--- config.mk ---
export PLATFORM = sky130hd
export DESIGN_NAME = morse_letter_dec
export DESIGN_NICKNAME = d
export VERILOG_FILES = /design/src/rtl/morse_pkg.sv /design/src/rtl/morse_edge.sv /design/src/rtl/morse_gap.sv /design/src/rtl/morse_tree.sv /design/src/rtl/morse_letter_dec.sv
export SDC_FILE = /design/constraint.sdc
export NUM_CORES = 1
export LEC_CHECK = 0
export BUFFER_PORTS_ARGS = -buffer_cell sky130_fd_sc_hd__buf_2
export CORE_MARGIN = 3
export CORE_UTILIZATION = 30
export DETAILED_ROUTE_END_ITERATION = 6
export PLACE_DENSITY = 0.55
export SLEW_MARGIN = 0
export SYNTH_ARGS = -nofsm -noshare
export SYNTH_HDL_FRONTEND = slang
export SYNTH_HIERARCHICAL = 1
export SYNTH_SLANG_ARGS = --single-unit
--- constraint.sdc ---
create_clock -name clk -period 6.7 [get_ports clk]
set_input_delay 1.34 -clock clk [delete_from_list [all_inputs] [get_ports clk]]
set_output_delay 1.34 -clock clk [all_outputs]
set_load 0.01 [all_outputs]
--- src/rtl/morse_pkg.sv ---
package morse_pkg;

   typedef enum logic [2:0] {
      ND_ROOT, ND_T, ND_E, ND_M, ND_N, ND_A, ND_I
   } node_t;

   localparam logic [7:0] ASCII_SPACE = 8'h20;

   function automatic logic [7:0] node_ascii(input node_t n);
      case (n)
         ND_T:    return 8'h54;
         ND_E:    return 8'h45;
         ND_M:    return 8'h4D;
         ND_N:    return 8'h4E;
         ND_A:    return 8'h41;
         ND_I:    return 8'h49;
         default: return 8'h00;
      endcase
   endfunction

   function automatic logic is_leaf(input node_t n);
      return (n == ND_M) || (n == ND_N) || (n == ND_A) || (n == ND_I);
   endfunction

   function automatic node_t child(input node_t n, input logic dash);
      case (n)
         ND_ROOT: return dash ? ND_T : ND_E;
         ND_T:    return dash ? ND_M : ND_N;
         ND_E:    return dash ? ND_A : ND_I;
         default: return ND_ROOT;
      endcase
   endfunction

endpackage

--- src/rtl/morse_edge.sv ---
module morse_edge #(
   parameter int NKEYS = 2
) (
   input  logic             clk,
   input  logic             rst,
   input  logic [NKEYS-1:0] lvl,
   output logic [NKEYS-1:0] rise
);

   if (NKEYS < 1) begin : g_bad_nkeys
      $error("morse_edge: NKEYS must be at least 1");
   end

   for (genvar k = 0; k < NKEYS; k++) begin : g_key
      logic prev_q;
      always_ff @(posedge clk) begin
         if (rst) prev_q <= 1'b0;
         else     prev_q <= lvl[k];
      end
      assign rise[k] = lvl[k] & ~prev_q;

      AST_EDGE_ONE_WIDE: assert property (@(posedge clk) disable iff (rst)
         rise[k] |=> !rise[k]);
   end

endmodule

--- src/rtl/morse_gap.sv ---
module morse_gap #(
   parameter int LETTER_LO = 15,
   parameter int WORD_LO   = 30,
   parameter int GAP_MAX   = 50
) (
   input  logic clk,
   input  logic rst,
   input  logic key_any,
   output logic letter_hit,
   output logic word_hit
);

   localparam int CW = $clog2(GAP_MAX + 1);
   localparam logic [CW-1:0] LLO_C = CW'(LETTER_LO);
   localparam logic [CW-1:0] WLO_C = CW'(WORD_LO);
   localparam logic [CW-1:0] MAX_C = CW'(GAP_MAX);

   if (!(LETTER_LO > 0 && LETTER_LO < WORD_LO && WORD_LO + 1 < GAP_MAX)) begin : g_bad_windows
      $error("morse_gap: need 0 < LETTER_LO < WORD_LO < GAP_MAX-1");
   end

   logic [CW-1:0] cnt_q;
   logic          run_q;
   logic          ldone_q;
   logic          wdone_q;
   logic          in_letter;
   logic          in_word;

   assign in_letter  = !key_any && (cnt_q > LLO_C) && (cnt_q <= WLO_C);
   assign in_word    = !key_any && (cnt_q > WLO_C) && (cnt_q <  MAX_C);
   assign letter_hit = in_letter && !ldone_q;
   assign word_hit   = in_word   && !wdone_q;

   always_ff @(posedge clk) begin
      if (rst) begin
         cnt_q   <= '0;
         run_q   <= 1'b0;
         ldone_q <= 1'b0;
         wdone_q <= 1'b0;
      end else if (key_any) begin
         cnt_q   <= '0;
         run_q   <= 1'b1;
         ldone_q <= 1'b0;
         wdone_q <= 1'b0;
      end else begin
         if (letter_hit) ldone_q <= 1'b1;
         if (word_hit)   wdone_q <= 1'b1;
         if (run_q) begin
            if (cnt_q == MAX_C) begin
               cnt_q <= '0;
               run_q <= 1'b0;
            end else begin
               cnt_q <= cnt_q + 1'b1;
            end
         end
      end
   end

   AST_CNT_BOUND: assert property (@(posedge clk) disable iff (rst)
      cnt_q <= MAX_C);
   AST_CNT_PARKED: assert property (@(posedge clk) disable iff (rst)
      (!run_q && !key_any) |=> (cnt_q == '0));
   AST_KEY_RESTARTS: assert property (@(posedge clk) disable iff (rst)
      key_any |=> (cnt_q == '0 && run_q));
   AST_LETTER_ONCE: assert property (@(posedge clk) disable iff (rst)
      letter_hit |=> !letter_hit);

endmodule

--- src/rtl/morse_tree.sv ---
module morse_tree
   import morse_pkg::*;
#(
   parameter bit DASH_FIRST = 1'b1
) (
   input  logic       clk,
   input  logic       rst,
   input  logic       dot_p,
   input  logic       dash_p,
   input  logic       letter_hit,
   input  logic       word_hit,
   output logic [7:0] char_o,
   output logic       new_data_o,
   output logic       err_o
);

   node_t node_q;
   logic  sym_v;
   logic  sel_dash;

   assign sym_v = dot_p | dash_p;

   if (DASH_FIRST) begin : g_dash_wins
      assign sel_dash = dash_p;
   end else begin : g_dot_wins
      assign sel_dash = dash_p & ~dot_p;
   end

   always_ff @(posedge clk) begin
      if (rst) begin
         node_q     <= ND_ROOT;
         char_o     <= 8'h00;
         new_data_o <= 1'b0;
         err_o      <= 1'b0;
      end else begin
         new_data_o <= 1'b0;
         if (sym_v) begin
            if (is_leaf(node_q)) begin
               err_o  <= 1'b1;
               node_q <= ND_ROOT;
            end else begin
               node_q <= child(node_q, sel_dash);
               err_o  <= 1'b0;
            end
         end else if (letter_hit) begin
            if (node_q != ND_ROOT) begin
               char_o     <= node_ascii(node_q);
               new_data_o <= 1'b1;
               node_q     <= ND_ROOT;
            end
         end else if (word_hit) begin
            char_o     <= ASCII_SPACE;
            new_data_o <= 1'b1;
         end
      end
   end

   AST_RESET_CLEAR: assert property (@(posedge clk)
      rst |=> (node_q == ND_ROOT && !new_data_o && !err_o && char_o == 8'h00));
   AST_STROBE_SINGLE: assert property (@(posedge clk) disable iff (rst)
      new_data_o |=> !new_data_o);
   AST_OVERFLOW_ERR: assert property (@(posedge clk) disable iff (rst)
      (sym_v && is_leaf(node_q)) |=> (err_o && node_q == ND_ROOT));
   AST_ROOT_SILENT: assert property (@(posedge clk) disable iff (rst)
      (letter_hit && !sym_v && node_q == ND_ROOT) |=> !new_data_o);
   AST_SPACE_CODE: assert property (@(posedge clk) disable iff (rst)
      (word_hit && !sym_v && !letter_hit) |=> (new_data_o && char_o == 8'h20));

endmodule

--- src/rtl/morse_letter_dec.sv ---
module morse_letter_dec #(
   parameter int LETTER_LO  = 15,
   parameter int WORD_LO    = 30,
   parameter int GAP_MAX    = 50,
   parameter bit DASH_FIRST = 1'b1
) (
   input  logic       clk,
   input  logic       rst,
   input  logic       dot_key,
   input  logic       dash_key,
   output logic [7:0] char_o,
   output logic       new_data_o,
   output logic       err_o
);

   localparam int NKEYS = 2;

   logic [NKEYS-1:0] rise;
   logic             letter_hit;
   logic             word_hit;
   logic             key_any;

   assign key_any = dot_key | dash_key;

   morse_edge #(.NKEYS(NKEYS)) u_edge (
      .clk  (clk),
      .rst  (rst),
      .lvl  ({dash_key, dot_key}),
      .rise (rise)
   );

   morse_gap #(
      .LETTER_LO (LETTER_LO),
      .WORD_LO   (WORD_LO),
      .GAP_MAX   (GAP_MAX)
   ) u_gap (
      .clk        (clk),
      .rst        (rst),
      .key_any    (key_any),
      .letter_hit (letter_hit),
      .word_hit   (word_hit)
   );

   morse_tree #(.DASH_FIRST(DASH_FIRST)) u_tree (
      .clk        (clk),
      .rst        (rst),
      .dot_p      (rise[0]),
      .dash_p     (rise[1]),
      .letter_hit (letter_hit),
      .word_hit   (word_hit),
      .char_o     (char_o),
      .new_data_o (new_data_o),
      .err_o      (err_o)
   );

   AST_HELD_KEY_QUIET: assert property (@(posedge clk) disable iff (rst)
      ($past(dot_key) && dot_key && !dash_key) |-> !rise[0]);

endmodule

==> impl_results.md, run 1 <==
* Startpoint types: primary input
* Post-synth EDFFs at 0
* Final GP Congestion at 0.7934
* Clock tree buffer depth at 2
* Max Clk Rate at 0.3196 GHz
* Most frequent cell after synthesis: dfxtp_1
* # DRC at 0
* Most used DFF post-synth: dfxtp_1
* Clk_skew at 4.016 ps
* Max-slew violation count at 0
* Die area at 4941 um^2
* Status: finished, final reports clean
* Core ar. at 3826 um^2
* Clock Sinks at 23
* Syn avg cell area at 8.794 um^2
* Final ANT Viol Nets at 0
* Die width at 70.29 um
* Num CTS Buffers at 3
* Non-Filler Instances at 194
* Yosys warns at 6
* Final setup viols at 0
* Critical Path Slowest Stage Cell: nor4_1
* Vias in the first global route at 916
* Post-synth top area cell: dfxtp_1
* Seq/Total Area, Yosys at 37.13%
* Row cnt at 22
* Unrepaired setup endpoints after global routing: false
* Max FO, Critical Path at 8
* Post-CTS Repair Setup Buffers at 0
* CTS tree: yes
* Hold buffers post-CTS at 0
* Worst EP required at 6890 ps
* Max-Cap Viols at 0
* Pwr dens at 188.0 nW/um^2
* Syn-to-layout area delta at 7.669%
* Share of cells above drive strength 1 at 17.81%
* Wirelength per Cell at 12.31 um
* ANT cells at 0
* Top post-synthesis cells by area: dfxtp_1 (37%), a21oi_1 (4.4%), nand2_1 (3.0%)
* Die H at 70.29 um
* Reg clk slew, reported paths at 80 ps
* Iteration count of the initial detailed-routing pass at 4
* Worst path cell trace: buf_2 > or2_1 > nor4_1 > or3b_1 > o21ai_2 > mux2i_1
* Vias at 985
* Tcrit/Tclk final at 46.70%
* FFs w/ async S/R, synth at 0%
* Final hold vios at 0
* Cell Area, Synth at 1240 um^2
* GRT Util Overall at 10.36%
* Crit path kind: in -> reg
* Initial antenna violation count at 0
* Slew HR at 56.90%
* First-pass GRT wire length at 4202 um
* Worst slew pin tran at 640.7 ps
* DP Area at 1290 um^2
* Synth Net Count at 147
* Count of different cell masters after synthesis at 52
* Crit path DAT at 3320 ps
* Post-CTS Resized at 0
* Leakage at 0.4952 nW
* Routed WL at 2389 um
* Most frequent cells after synthesis: dfxtp_1 (23), a21oi_1 (11), nand2_1 (10)
* Setup TNS Final at 0 ps
* Yosys top cell area share at 37.13%
* Nets at 153
* Post-Syn Instances at 141
* Hold Path Class: reg -> reg
* Cells after DPL at 190
* Initial DRC Count at 71
* Crit path time final at 3129 ps
* Final HPWL from detailed placement at 1719 um
* I/O pins at 14
* Avg Vias per Cell at 5.077
* H-tree levels at 1
* Crit-path max cell delay at 610 ps
* CTS Root Cell: clkbuf_8
* Port Buf Inserts at 12
* Largest net degree at the start of global routing at 22
* Max VDD drop at 0.07439 mV
* Worst Setup End Kind: register
* Final Power at 0.2510 mW
* Worst-Skew Late Latency at 260 ps
* Yosys reg bits at 23
* Hold_ws at 467.5 ps
* Global route total overflow at 0
* Post-route cell area at 1335 um^2
* Initial Util at 32.41%
-- through the flow --
step	utilization (%)	setup WS, ps
detailed placement	33.71	3333
global route	34.89	3442
floorplan	-	3628
global placement	33.71	3455
CTS	34.89	3600
finish	34.89	3571
-- where the power goes --
group          internal (mW)  switching [mW]
logic                0.00909          0.0128
clock network         0.0423          0.0409
registers              0.140         0.00587
-- placed cells by master (no fill, tap or decap), types with 2 or more instances in the layout --
| master | instances |
|---|---|
| ha_1 | 2 |
| nor2_1 | 7 |
| nor3_1 | 6 |
| nor2b_2 | 2 |
| nand4_1 | 2 |
| xor2_1 | 2 |
| o21ai_1 | 3 |
| buf_2 | 12 |
| nor3b_1 | 2 |
| nand3_1 | 2 |
| clkbuf_8 | 3 |
| nor2b_1 | 5 |
| o211ai_1 | 5 |
| dfxtp_1 | 23 |
| a211oi_1 | 3 |
| nor4b_1 | 2 |
| inv_1 | 6 |
| a21oi_1 | 11 |
| nand2b_1 | 5 |
| or2_1 | 3 |
| nand2_1 | 10 |
-- state kept, by name, indices dropped and copies added (netlist names) --
signal and flops:
u_gap/ldone_q 1, u_gap/wdone_q 1, u_tree/char_o 7, u_tree/err_o 1, u_tree/node_q 3, u_gap/cnt_q 6, u_tree/new_data_o 1, u_edge/g_key.prev_q 2
u_gap/run_q 1
-- critical path, delay by kind of cell --
| family | cells | cell delay [ps] |
|---|---|---|
| AOI/OAI and AO/OA | 1 | 200 |
| buffers and inverters | 1 | 110 |
| muxes | 1 | 200 |
| and+or+nand+nor | 3 | 1470 |
-- area by class of cell --
class / count / area (um^2)
Fill cell: 402 / 2491
Sequential cell: 23 / 460.4
Clock buffer: 4 / 45.04
Timing Repair Buffer: 12 / 60.06
Multi-Input combinational cell: 101 / 686.9
Inverter: 6 / 22.52
Tap cell: 48 / 60.06
-- path summary, 6_finish.rpt --
path	from	endpoint	slack, ps	cells past startpoint
min reg2reg	u_gap/wdone_q	u_gap/wdone_q	470	2
min	u_gap/wdone_q	u_gap/wdone_q	470	2
max reg2reg	u_gap/cnt_q[1]	u_tree/char_o[4]	4310	6
max	dash_key	u_tree/char_o[4]	3570	6
-- routing by layer --
| metal | GRT usage, % | vias to the layer above | routed length [um] |
|---|---|---|---|
| li1 | - | 516 | - |
| met1 | 12.14 | 453 | 1083 |
| met2 | 18.19 | 14 | 1197 |
| met3 | 3.165 | 2 | 90 |
| met4 | 2.553 | 0 | 17 |
| met5 | 0 | - | 0 |
-- kinds of logic (layout without fill, tap and decap cells) --
group | Yosys count | in the layout | share of synthesized area [%]
simple gates | 60 | 60 | 30.88
compound gates | 33 | 33 | 18.37
flops | 23 | 23 | 37.13
buf+inv | 17 | 22 | 7.467
xor+xnor | 3 | 3 | 2.119
fa+ha+maj | 2 | 2 | 2.018
mux | 2 | 2 | 1.715
other cells | 1 | 1 | 0.3024
No activity file was read; power rests on OpenSTA's default activity.
==> run 2, diff against run 1 <==
==> constraint.sdc (replaced) <==
create_clock -name clk -period 3.1 [get_ports clk]
set_input_delay 0.62 -clock clk [delete_from_list [all_inputs] [get_ports clk]]
set_output_delay 0.62 -clock clk [all_outputs]
set_load 0.01 [all_outputs]
==> impl_results.md, run 2 (synthesized netlist as in run 1, its figures left out) <==
* Nets at 153 (unchanged)
* Crit path DAT at 2590 ps (-730 ps)
* Vias at 1001 (+1.6%)
* Row cnt at 22 (unchanged)
* Clk_skew at 5.412 ps (+1.395 ps)
* Largest net degree at the start of global routing at 22 (unchanged)
* I/O pins at 14 (unchanged)
* Initial antenna violation count at 0 (unchanged)
* Max FFs per register at 7 (unchanged)
* Most common cell after layout, fill and taps aside: dfxtp_1
* Place WS at 433.0 ps (-2900 ps)
* Final HPWL from detailed placement at 1692 um (-1.6%)
* GRT Util Overall at 10.12% (-0.24 points)
* Most frequent cells in the layout: dfxtp_1 (23), buf_2 (12), a21oi_1 (11)
* Die width at 70.29 um (unchanged)
* CTS Root Cell: clkbuf_8
* Leakage at 0.4980 nW (+0.55%)
* Hold Path Class: reg -> reg
* Post-CTS Resized at 0 (unchanged)
* Clock Sinks at 23 (unchanged)
* Max Clk Rate at 0.4185 GHz
* CTS tree: yes
* Reg clk slew, reported paths at 90 ps (about the same)
* Status: finished, final reports clean
* Unrepaired setup endpoints after global routing: false
* Setup TNS Final at 0 ps (unchanged)
* DP Area at 1290 um^2 (unchanged)
* Pwr dens at 411.9 nW/um^2 (+120%)
* Wirelength per Cell at 12.41 um (+0.75%)
* # DRC at 0 (unchanged)
* Max VDD drop at 0.1972 mV (+170%)
* Final Power at 0.5504 mW (+120%)
* First-pass GRT wire length at 4153 um (-1.2%)
* H-tree levels at 1 (unchanged)
* Largest register by flop count: u_tree/char_o
* Startpoint types: primary input
* Post-CTS Repair Setup Buffers at 0 (unchanged)
* Final ANT Viol Nets at 0 (unchanged)
* Final worst setup slack at 710.5 ps (-2860 ps)
* Clock tree buffer depth at 2 (unchanged)
* Worst slew pin tran at 632.6 ps (-8.088 ps)
* Num CTS Buffers at 3 (unchanged)
* Routed WL at 2407 um (+0.75%)
* Final core utilization at 34.92% (about the same)
* Worst Setup End Kind: register
* Tcrit/Tclk final at 77.08%
* Max-slew violation count at 0 (unchanged)
* ANT cells at 0 (unchanged)
* Initial Util at 32.41% (unchanged)
* Die area at 4941 um^2 (unchanged)
* Crit path kind: in -> reg
* Worst-Skew Late Latency at 260 ps (about the same)
* Max-Cap Viols at 0 (unchanged)
* Port Buf Inserts at 12 (unchanged)
* Max FO, Critical Path at 8 (unchanged)
* Final GP Congestion at 0.7782 (-1.9%)
* Global route total overflow at 0 (unchanged)
* Fillers at 410 (+2.0%)
* Die H at 70.29 um (unchanged)
* Slew HR at 57.44% (+0.54 points)
* Post-route cell area at 1336 um^2 (about the same)
* Iteration count of the initial detailed-routing pass at 4 (unchanged)
* Initial DRC Count at 49 (-31%)
* Final hold vios at 0 (unchanged)
* Worst EP required at 3300 ps (-3590 ps)
* Final setup viols at 0 (unchanged)
* Top flop regs: u_tree/char_o (7), u_gap/cnt_q (6), u_tree/node_q (3)
* Share of cells above drive strength 1 at 18.49% (+0.68 points)
* Core ar. at 3826 um^2 (unchanged)
* Crit path time final at 2389 ps
* Vias in the first global route at 922 (+0.66%)
* Avg Vias per Cell at 5.160 (+1.6%)
* Hold buffers post-CTS at 0 (unchanged)
* Syn-to-layout area delta at 7.770% (about the same)
==> run 2: cell count changes in the layout (fill, tap and decap cells not counted), sizes merged <==
cell    delta
clkbuf     -1
clkinv     +1
==> run 2: power by group <==
part | internal, mW | leakage [nW] | switching [mW]
Combinational | 0.0197 | 0.286 | 0.0278
Sequential | 0.302 | 0.187 | 0.0123
Clock | 0.0898 | 0.0255 | 0.0985
Total | 0.412 | 0.498 | 0.139
==> run 2: metal layers <==
layer  vias to the layer above  routed length [um]  global-route usage, %
li1                        515                   -                      -
met1                       474                1147                  11.97
met2                        10                1164                  16.84
met3                         2                  78                  3.741
met4                         0                  17                  3.191
met5                         -                   0                      0
==> run 2: path summary, 6_finish.rpt <==
path             startpoint               end  slack (ps)  cells after the start
max                dash_key  u_tree/char_o[4]         710                      6
min           u_gap/ldone_q     u_gap/ldone_q         470                      1
max reg2reg  u_gap/cnt_q[1]  u_tree/char_o[4]         740                      6
min reg2reg   u_gap/ldone_q     u_gap/ldone_q         470                      1
==> run 2: worst max-delay path, stage by stage <==
cell and delay [ps]:
buf_2 110, or2_1 330, nor4_1 610, or3b_1 520, o21ai_2 210, mux2i_1 190
==> run 2: through the flow <==
stage | hold WS (ps) | instances
finish | 472.6 | 194
global route | 487.7 | 194
CTS | 476.9 | 194
detailed placement | 456.3 | 190
global placement | 451.7 | 190
floorplan | 437.1 | 141
==> run 2: cell type report <==
cell class	count	area (um^2)	area share [%]
clock buffer	3	41.29	3.090
tap	48	60.06	4.494
sequential	23	460.4	34.46
multi-input combinational	101	686.9	51.40
clock inverter	1	5.005	0.3745
timing repair buffer	12	60.06	4.494
inverter	6	22.52	1.685
